$ cat src/rtl/reader_seq_pkg.sv
package reader_seq_pkg;

    typedef enum logic [2:0] {
        PH_IDLE     = 3'd0,
        PH_SLEEP    = 3'd1,
        PH_WAKE     = 3'd2,
        PH_CHARGE   = 3'd3,
        PH_WRITE    = 3'd4,
        PH_RECHARGE = 3'd5,
        PH_READ     = 3'd6
    } phase_e;

    localparam int MODE_W          = 7;
    localparam int CODE_W          = 4;
    localparam int DIV_W           = 8;
    localparam int DIV_DEFAULT     = 119;
    localparam int DIV_BASE        = 113;
    localparam int CODE_MANUAL_MAX = 11;
    localparam int CODE_AUTO       = 15;

    typedef struct packed {
        logic              test;
        logic              afc;
        logic              sync;
        logic [CODE_W-1:0] code;
    } mode_t;

    function automatic int unsigned max2(input int unsigned a, input int unsigned b);
        return (a > b) ? a : b;
    endfunction

    function automatic logic [DIV_W-1:0] decode_div(
        input logic [CODE_W-1:0] code,
        input logic              mv,
        input logic [DIV_W-1:0]  md
    );
        if (code == CODE_W'(CODE_AUTO))
            return mv ? md : DIV_W'(DIV_DEFAULT);
        else if (code != '0 && code <= CODE_W'(CODE_MANUAL_MAX))
            return DIV_W'(DIV_BASE) + DIV_W'(code);
        else
            return DIV_W'(DIV_DEFAULT);
    endfunction

endpackage

$ cat src/rtl/rs_run_counter.sv
module rs_run_counter #(
    parameter int CNT_W = 8,
    parameter bit LEVEL = 1'b0
) (
    input  logic             clk,
    input  logic             rst,
    input  logic             line,
    output logic [CNT_W-1:0] run
);
    // consecutive samples at LEVEL, saturating
    always_ff @(posedge clk) begin
        if (rst)
            run <= '0;
        else if (line != LEVEL)
            run <= '0;
        else if (run != '1)
            run <= run + 1'b1;
    end
endmodule

$ cat src/rtl/rs_mode_reg.sv
module rs_mode_reg
    import reader_seq_pkg::*;
#(
    parameter int CNT_W = 8,
    parameter int T_ONE = 4
) (
    input  logic             clk,
    input  logic             rst,
    input  logic             in_idle,
    input  logic             line,
    input  logic [CNT_W-1:0] lo_run,
    output mode_t            mode
);
    localparam logic [CNT_W-1:0] LIM_ONE = CNT_W'(T_ONE);

    logic [2:0]        idx;
    logic [MODE_W-1:0] shreg;
    logic              rise;
    logic              bit_val;
    logic [MODE_W-1:0] shifted;

    assign rise    = line && (lo_run != '0);
    assign bit_val = lo_run > LIM_ONE;
    assign shifted = {bit_val, shreg[MODE_W-1:1]};

    always_ff @(posedge clk) begin
        if (rst) begin
            idx   <= '0;
            shreg <= '0;
            mode  <= '0;
        end else if (!in_idle) begin
            idx <= '0;
        end else if (rise) begin
            if (idx == 3'd0) begin
                idx <= 3'd1;           // start bit, discarded
            end else if (idx == 3'(MODE_W)) begin
                mode <= mode_t'(shifted);
                idx  <= '0;
            end else begin
                shreg <= shifted;
                idx   <= idx + 3'd1;
            end
        end
    end
endmodule

$ cat src/rtl/rs_phase_fsm.sv
module rs_phase_fsm
    import reader_seq_pkg::*;
#(
    parameter int CNT_W    = 8,
    parameter int T_CHARGE = 12,
    parameter int T_WSEL   = 40,
    parameter int T_SYNC   = 30,
    parameter int T_SLEEP  = 60,
    parameter int T_WAKE   = 10,
    parameter int T_READ   = 80,
    parameter int T_RDSTOP = 20,
    parameter int T_MINLOW = 6
) (
    input  logic             clk,
    input  logic             rst,
    input  logic             line,
    input  logic [CNT_W-1:0] lo_run,
    input  logic [CNT_W-1:0] hi_run,
    input  logic             sync_mode,
    input  logic             diag_sent,
    output phase_e           phase
);
    localparam logic [CNT_W-1:0] LIM_CHG  = CNT_W'(T_CHARGE - 1);
    localparam logic [CNT_W-1:0] LIM_WSEL = CNT_W'(T_WSEL);
    localparam logic [CNT_W-1:0] LIM_SYNC = CNT_W'(T_SYNC - 1);
    localparam logic [CNT_W-1:0] LIM_SLP  = CNT_W'(T_SLEEP - 1);
    localparam logic [CNT_W-1:0] LIM_WAKE = CNT_W'(T_WAKE - 1);
    localparam logic [CNT_W-1:0] LIM_READ = CNT_W'(T_READ - 1);
    localparam logic [CNT_W-1:0] LIM_STOP = CNT_W'(T_RDSTOP);
    localparam logic [CNT_W-1:0] LIM_MINL = CNT_W'(T_MINLOW - 1);
    localparam bit               ARM_NOW  = (T_MINLOW <= 1);

    phase_e           nxt;
    logic [CNT_W-1:0] tmr;
    logic             diag_seen;
    logic             rd_pend;
    logic             rd_arm;
    logic [CNT_W-1:0] rd_dly;
    logic             rise;

    assign rise = line && (lo_run != '0);

    always_comb begin
        nxt = phase;
        case (phase)
            PH_IDLE: begin
                if (!line && lo_run >= LIM_CHG)
                    nxt = PH_CHARGE;
                else if (line && hi_run >= LIM_SLP)
                    nxt = PH_SLEEP;
            end
            PH_SLEEP: begin
                if (!line)
                    nxt = PH_WAKE;
            end
            PH_WAKE: begin
                if (tmr >= LIM_WAKE)
                    nxt = PH_IDLE;
            end
            PH_CHARGE: begin
                if (sync_mode) begin
                    if (tmr >= LIM_SYNC && (diag_seen || diag_sent))
                        nxt = PH_READ;
                end else if (rise) begin
                    nxt = (lo_run >= LIM_WSEL) ? PH_WRITE : PH_READ;
                end
            end
            PH_WRITE: begin
                if (!line && lo_run >= LIM_CHG)
                    nxt = PH_RECHARGE;
            end
            PH_RECHARGE: begin
                if (rise)
                    nxt = PH_READ;
            end
            PH_READ: begin
                if (tmr >= LIM_READ)
                    nxt = PH_IDLE;
                else if (rd_pend && rd_arm && rd_dly >= LIM_STOP)
                    nxt = PH_IDLE;
            end
            default: nxt = PH_IDLE;
        endcase
    end

    always_ff @(posedge clk) begin
        if (rst) begin
            phase <= PH_IDLE;
            tmr   <= '0;
        end else begin
            phase <= nxt;
            if (nxt != phase)
                tmr <= '0;
            else if (tmr != '1)
                tmr <= tmr + 1'b1;
        end
    end

    always_ff @(posedge clk) begin
        if (rst || phase != PH_CHARGE)
            diag_seen <= 1'b0;
        else if (diag_sent)
            diag_seen <= 1'b1;
    end

    // delayed stop request while reading
    always_ff @(posedge clk) begin
        if (rst || phase != PH_READ || nxt != PH_READ) begin
            rd_pend <= 1'b0;
            rd_arm  <= 1'b0;
            rd_dly  <= '0;
        end else if (!rd_pend) begin
            if (!line) begin
                rd_pend <= 1'b1;
                rd_dly  <= CNT_W'(1);
                rd_arm  <= ARM_NOW;
            end
        end else begin
            if (rd_dly != '1)
                rd_dly <= rd_dly + 1'b1;
            if (!line && lo_run >= LIM_MINL)
                rd_arm <= 1'b1;
            if (line && !rd_arm) begin
                rd_pend <= 1'b0;
                rd_dly  <= '0;
            end
        end
    end
endmodule

$ cat src/rtl/reader_seq.sv
module reader_seq
    import reader_seq_pkg::*;
#(
    parameter int T_ONE    = 3200,
    parameter int T_CHARGE = 16000,
    parameter int T_WSEL   = 1120000,
    parameter int T_SYNC   = 48000,
    parameter int T_SLEEP  = 1600000,
    parameter int T_WAKE   = 32000,
    parameter int T_READ   = 320000,
    parameter int T_RDSTOP = 14400,
    parameter int T_MINLOW = 2048
) (
    input  logic             clk,
    input  logic             rst,
    input  logic             host_line,
    input  logic             diag_sent,
    input  logic             meas_valid,
    input  logic [DIV_W-1:0] meas_div,
    output logic [2:0]       phase_o,
    output logic             bridge_en,
    output logic             demod_en,
    output logic             enc_en,
    output logic [DIV_W-1:0] div_factor,
    output logic             sync_mode,
    output logic             afc_sel,
    output logic             test_flag
);
    localparam int unsigned T_MAX = max2(max2(max2(T_SLEEP, T_READ), max2(T_WSEL, T_SYNC)),
                                         max2(max2(T_WAKE, T_RDSTOP), max2(T_CHARGE, T_ONE)));
    localparam int CNT_W = $clog2(T_MAX + 2);

    logic [CNT_W-1:0] runs [2];
    logic [CNT_W-1:0] lo_run;
    logic [CNT_W-1:0] hi_run;
    phase_e           phase;
    mode_t            mode;
    logic [MODE_W-1:0] mode_bits;

    // index 0 counts low samples, index 1 high samples
    for (genvar g = 0; g < 2; g++) begin : g_run
        rs_run_counter #(.CNT_W(CNT_W), .LEVEL(g[0])) u_run (
            .clk  (clk),
            .rst  (rst),
            .line (host_line),
            .run  (runs[g])
        );
    end
    assign lo_run = runs[0];
    assign hi_run = runs[1];

    rs_mode_reg #(.CNT_W(CNT_W), .T_ONE(T_ONE)) u_mode (
        .clk     (clk),
        .rst     (rst),
        .in_idle (phase == PH_IDLE),
        .line    (host_line),
        .lo_run  (lo_run),
        .mode    (mode)
    );

    rs_phase_fsm #(
        .CNT_W(CNT_W), .T_CHARGE(T_CHARGE), .T_WSEL(T_WSEL), .T_SYNC(T_SYNC),
        .T_SLEEP(T_SLEEP), .T_WAKE(T_WAKE), .T_READ(T_READ),
        .T_RDSTOP(T_RDSTOP), .T_MINLOW(T_MINLOW)
    ) u_fsm (
        .clk       (clk),
        .rst       (rst),
        .line      (host_line),
        .lo_run    (lo_run),
        .hi_run    (hi_run),
        .sync_mode (mode.sync),
        .diag_sent (diag_sent),
        .phase     (phase)
    );

    assign mode_bits  = mode;
    assign phase_o    = phase;
    assign bridge_en  = (phase == PH_CHARGE) || (phase == PH_RECHARGE) ||
                        ((phase == PH_WRITE) && (lo_run == '0));
    assign demod_en   = (phase == PH_READ);
    assign enc_en     = (phase == PH_CHARGE) || (phase == PH_RECHARGE) || (phase == PH_READ);
    assign div_factor = decode_div(mode.code, meas_valid, meas_div);
    assign sync_mode  = mode.sync;
    assign afc_sel    = mode.afc;
    assign test_flag  = mode.test;
endmodule

$ cat config.mk
export PLATFORM = sky130hd
export DESIGN_NAME = reader_seq
export DESIGN_NICKNAME = d
export VERILOG_FILES = /design/src/rtl/reader_seq_pkg.sv /design/src/rtl/rs_run_counter.sv /design/src/rtl/rs_mode_reg.sv /design/src/rtl/rs_phase_fsm.sv /design/src/rtl/reader_seq.sv
export SDC_FILE = /design/constraint.sdc
export NUM_CORES = 1
export LEC_CHECK = 0
export ABC_AREA = 1
export ABC_CLOCK_PERIOD_IN_PS = 3400
export BUFFER_PORTS_ARGS = -buffer_cell sky130_fd_sc_hd__buf_2
export CORE_ASPECT_RATIO = 1.4
export CORE_UTILIZATION = 36
export DETAILED_ROUTE_END_ITERATION = 16
export PLACE_DENSITY = 0.59
export SLEW_MARGIN = 5
export SYNTH_ARGS = -nofsm -noshare
export SYNTH_HDL_FRONTEND = slang
export SYNTH_SLANG_ARGS = --single-unit
$ cat constraint.sdc
create_clock -name clk -period 3.4 [get_ports clk]
set_clock_uncertainty 0.05 [all_clocks]
set_input_delay 0.68 -clock clk [delete_from_list [all_inputs] [get_ports clk]]
set_output_delay 0.68 -clock clk [all_outputs]
set_load 0.1 [all_outputs]
* Word level (Yosys, flattened, before mapping) *
Index checks and enable logic that the tools add are counted.

word-level totals
  bits of input ports = 13
  flip-flop bits (word level) = 107
  logic and storage cells = 113
  output and inout port bits = 17

cells by class
  muxes and demuxes = 28
  reduce and logical (&&, ||, !) cells = 32
  bitwise operators = 4
  order comparisons = 10
  add/subtract/negate cells = 6
  eq/ne operators = 19

operator list
  operator               number
  $add 21x1->21 const B  4
  $mux 21                4
  $ne 21x21->1 const B   4
  $ge 21x14->1 const B   2
  $ge 21x21->1 const B   2
  $mux 3                 13
  $mux 8                 3
  $ge 21x11->1 const B   1
  $ge 21x15->1 const B   1
  $ge 21x16->1 const B   1
  $ge 21x19->1 const B   1
  $gt 21x12->1 const B   1
  $logic_not 21->1       1
  $pmux 3 s7             1
  $reduce_bool 21->1     1
  $eq 3x3->1 const B     4
  $logic_and 1x1->1      10
  $ne 3x3->1 const B     3
  $add 7x4->8 const A    1
  $reduce_and 4->1       2
  $reduce_or 2->1        4
  $logic_or 1x1->1       7
  $eq 3x2->1 const B     2
  $logic_not 3->1        2
  14 further kinds       24

* Longest topological paths before layout *
  word-level depth = 7
  depth in mapped cells = 16
  gate-level depth less buffers = 16

* Hierarchy *
Synthesis repeated with hierarchy kept, for this count alone.

second synthesis, totals
  cell total of the unflattened synthesis = 1122
  area, all modules = 7270.7 µm²

by module, submodules not included
  module                            sequential area each (µm²)  cells an instance  instances  area an instance (µm²)
  rs_phase_fsm                      960.9                       559                1          3631.0
  rs_run_counter at g_run[1].u_run  420.4                       182                1          1226.2
  rs_run_counter at g_run[0].u_run  420.4                       179                1          1221.2
  rs_mode_reg                       320.3                       139                1          888.4
  reader_seq                        0.0                         63                 1          304.0

* Least setup slack after synthesis *
No wires, ideal clock.

  path type = flip-flop to output port
  from = register u_fsm.phase[2]
  to = output port bridge_en
  setup slack = -0.899 ns
  data arrival time = 3.569 ns
  buffers on the path = 0
  data required time = 2.670 ns
  cell stages (with the launch flop) = 5
  cells stage by stage = dfxtp_1 inv_2 nor2_1 nand2_1 o21ai_0

between the ends
  longest elaborated chain between the ends = 3
  elaborated cells between the ends (all ways) = 6
  those cells by class = 3 x eq/ne; 3 x reduce/logical

ends and longest elaborated chain
  what                                                   line                                source
  start: declaration                                     rs_phase_fsm.sv:21                  output phase_e phase
  start signal: assignment                               rs_phase_fsm.sv:91                  phase <= nxt;
  $eq 3x2->1 (tied with other cells)                     reader_seq.sv:78                    assign bridge_en = (phase == PH_CHARGE) || (phase == PH_RECHARGE) ||
  $logic_or 1x1->1 or $logic_and 1x1->1 (tied branches)  reader_seq.sv:78, reader_seq.sv:79
  $logic_or 1x1->1 (*)                                   reader_seq.sv:78
  end: declaration                                       reader_seq.sv:21                    output logic bridge_en,

Mark *: on every way between the ends. The rest lies on a longest branch, timed or not.

* Worst setup path in the final report *
Ends and elaborated chain as after synthesis.

==> out/results.ini <==
[power]
swShare_pct=25.4
seqPwrFrac_pct=52.1
intPower_mw=1.80
power.density_nw_per_um2=344
pwr-share-clk_pct=44.2
pwr-share-comb_pct=3.7
leakagePower_nw=2.94
switchingPower_mw=0.613
vdd_ir_drop_max_v=0.000192

[clocking]
cts.clk_slew.worst_paths_ns=0.07
cts-hold-fix-buffers=0
htreeDepth=3
cts_buffers=9
clock-root-buffer=clkbuf_16
cts_max_path_buffers=2
insertion_delay_ns=0.37
cts_resized=0
cts_tree=yes
post_cts_buffers=0
cts.sinks=106

[worst_setup_path]
crit_path_end=bridge_en
reg2reg_from=u_fsm.tmr[0]
r2r_cells=13
worstPathArrival_ns=2.10
critPathLaunchType=flop
critPathCaptureType=output pin
r2r_slack_ns=0.67
worstSetupPathType=flop to output pin
rr_endpoint=u_fsm.tmr[18]
cp.required_ns=2.67
critPathMaxFanout=7
critPathLaunch=u_fsm.phase[2]

[placed_design]
place_area_um2=6710
portBuffers=29
placedCellCount=1209
gp_congestion=0.877
post-dp-hpwl_mm=11.7

[sta]
hold_viol_final=0
worst_pin_slew_ns=0.853
setup_viol=0
finalCritPeriodShare_pct=83.2
min_period_ns=2.83
slew_viol_final=0
grt_setup_unrepaired=no
fmax_ghz=0.353
setup_tns_ns=0
holdWs_ns=0.395
max_slew_margin_pct=43.0

[detailed_routing]
postRouteAntennaNets=0
firstDrtPassIters=5
vias=5877
wirelength_mm=15.2
detailedRoute.firstIterationViolations=251
drcViolationCount=0
wl_per_cell_um=12.4
routed_via_density=4.80

[finish]
final_core_util_pct=40.6
mostFrequentLayoutCells=nand2_1, inv_1, nor2_1, dfxtp_1, nand3_1
num-nets-final=1009
fin_cells=1225
area_delta_synth_final_pct=10.5
fill_cells=1901
mostFrequentLayoutCell=nand2_1
multi_input_area_um2=3520
final_area_um2=7010
regArea_um2=2120
drive_gt1_share_pct=12.8
diodes=0

[synthesis]
synthCells=954
synth.yosys.seq_area_share_pct=33.5
yosys_register_bits=106
ys_warn_count=0
syn_area_per_cell_um2=6.65
ys.flop_type=dfxtp_1
syn_area_um2=6340
synth-edff-count=0
syn_nets=979
ys_types=44
ys_async_sr_fraction_pct=0

[run]
drv_cap=0

[die]
start_util_pct=36.7
die_y_um=159
core_area_um2=17300
die_area_um2=18200
rows=57
die_width_um=114
io_pins=30

[global_routing]
grt_usage_pct=17.7
first_global_vias=5722
grt-ovfl-total=0
grt_pass1_wl_mm=25.9
grt_max_degree=24
antenna_found_initial=1

[run_status]
status=complete, no violations

[worst_hold_path]
hold_path_class=flop to flop

how the worst min path moves through the flow:
stage | start | end | slack, ns | cells after the start
2_1_floorplan | u_mode.shreg[1] | u_mode.shreg[1] | 0.37 | 2
3_3_place_gp | u_mode.mode[5] | u_mode.mode[5] | 0.38 | 2
3_5_place_dp | u_mode.shreg[1] | u_mode.shreg[1] | 0.39 | 2
4_1_cts | u_mode.shreg[1] | u_mode.shreg[1] | 0.40 | 2
5_1_grt | u_mode.shreg[1] | u_mode.shreg[1] | 0.42 | 2
6_report | u_mode.shreg[1] | u_mode.shreg[1] | 0.40 | 2
layout make-up:
cell class                      count  share of cell area, %
Clock buffer                        9                   3.21
Clock inverter                      7                  0.964
Inverter                          163                   8.73
Multi-Input combinational cell    672                   50.2
Sequential cell                   106                   30.3
Tap cell                          236                   4.21
Timing Repair Buffer               32                   2.39
state kept, by name, summed over array words and instances (netlist names):
name,count
u_mode.shreg,6
g_run.u_run.run,42
u_fsm.rd_arm,1
u_mode.idx,3
u_fsm.rd_dly,21
u_fsm.tmr,21
u_fsm.diag_seen,1
u_fsm.rd_pend,1
u_mode.mode,7
u_fsm.phase,3
power by group through the flow:
stage / Sequential [mW] / Clock [mW] / Combinational (mW)
after global routing: 1.26 / 1.15 / 0.102
after global placement: 1.29 / 0 / 0.0892
final: 1.26 / 1.06 / 0.0892
after CTS: 1.26 / 1.10 / 0.0901
after floorplan: 1.28 / 0 / 0.0659
after detailed placement: 1.29 / 0 / 0.0897
worst max-delay path, cell delays in order (launching register included):
cell and delay [ns]:
dfxtp_1 0.49, inv_2 0.13, nor2_1 0.22, nand2_1 0.13, nand2_1 0.10, inv_1 0.08, o21ai_1 0.13, buf_2 0.46
Yosys cell counts (3+ instances only):
| cell | instances | area (um^2) |
|---|---|---|
| buf_4 | 3 | 22.5 |
| nor2_2 | 29 | 181 |
| o21bai_1 | 3 | 22.5 |
| buf_2 | 3 | 15.0 |
| or2_2 | 4 | 25.0 |
| dfxtp_1 | 106 | 2120 |
| buf_6 | 4 | 45.0 |
| nand3_1 | 72 | 360 |
| nand4_1 | 19 | 119 |
| xnor2_1 | 4 | 35.0 |
| nor2_1 | 116 | 435 |
| a21oi_1 | 49 | 245 |
| ha_1 | 12 | 150 |
| o21ai_0 | 53 | 265 |
| nand2_1 | 188 | 706 |
| inv_2 | 10 | 37.5 |
| inv_1 | 152 | 571 |
| xor2_1 | 30 | 263 |
| nand2_2 | 6 | 37.5 |
| nor3_2 | 14 | 140 |
| nor4_1 | 15 | 93.8 |
| nand3_2 | 7 | 70.1 |
| nor3_1 | 26 | 130 |
through the flow:
step / setup slack [ns] / total power, mW
after floorplan: -0.237 / 1.35
after global placement: 0.717 / 1.37
after detailed placement: 0.656 / 1.38
after CTS: 0.543 / 2.45
after global routing: 0.346 / 2.51
final: 0.571 / 2.41
layer usage:
layer  GRT usage, %  vias up  part of all wire, %
li1               -     3122                    -
met4           7.44        2                  2.1
met1           19.7     2658                   44
met2           32.6       71                   52
met5              0        -                 0.11
met3           2.78       24                  2.3
cells by family (layout without fill, tap and decap cells):
kind of cell    count (synthesis)  after routing  synth area share [%]
compound gates                119            119                  10.0
fa+ha+maj                      12             12                  2.37
flops                         106            106                  33.5
simple gates                  507            507                  38.3
buf+inv                       176            211                  11.1
xor+xnor                       34             34                  4.70
No activity file was read; power rests on OpenSTA's default activity.
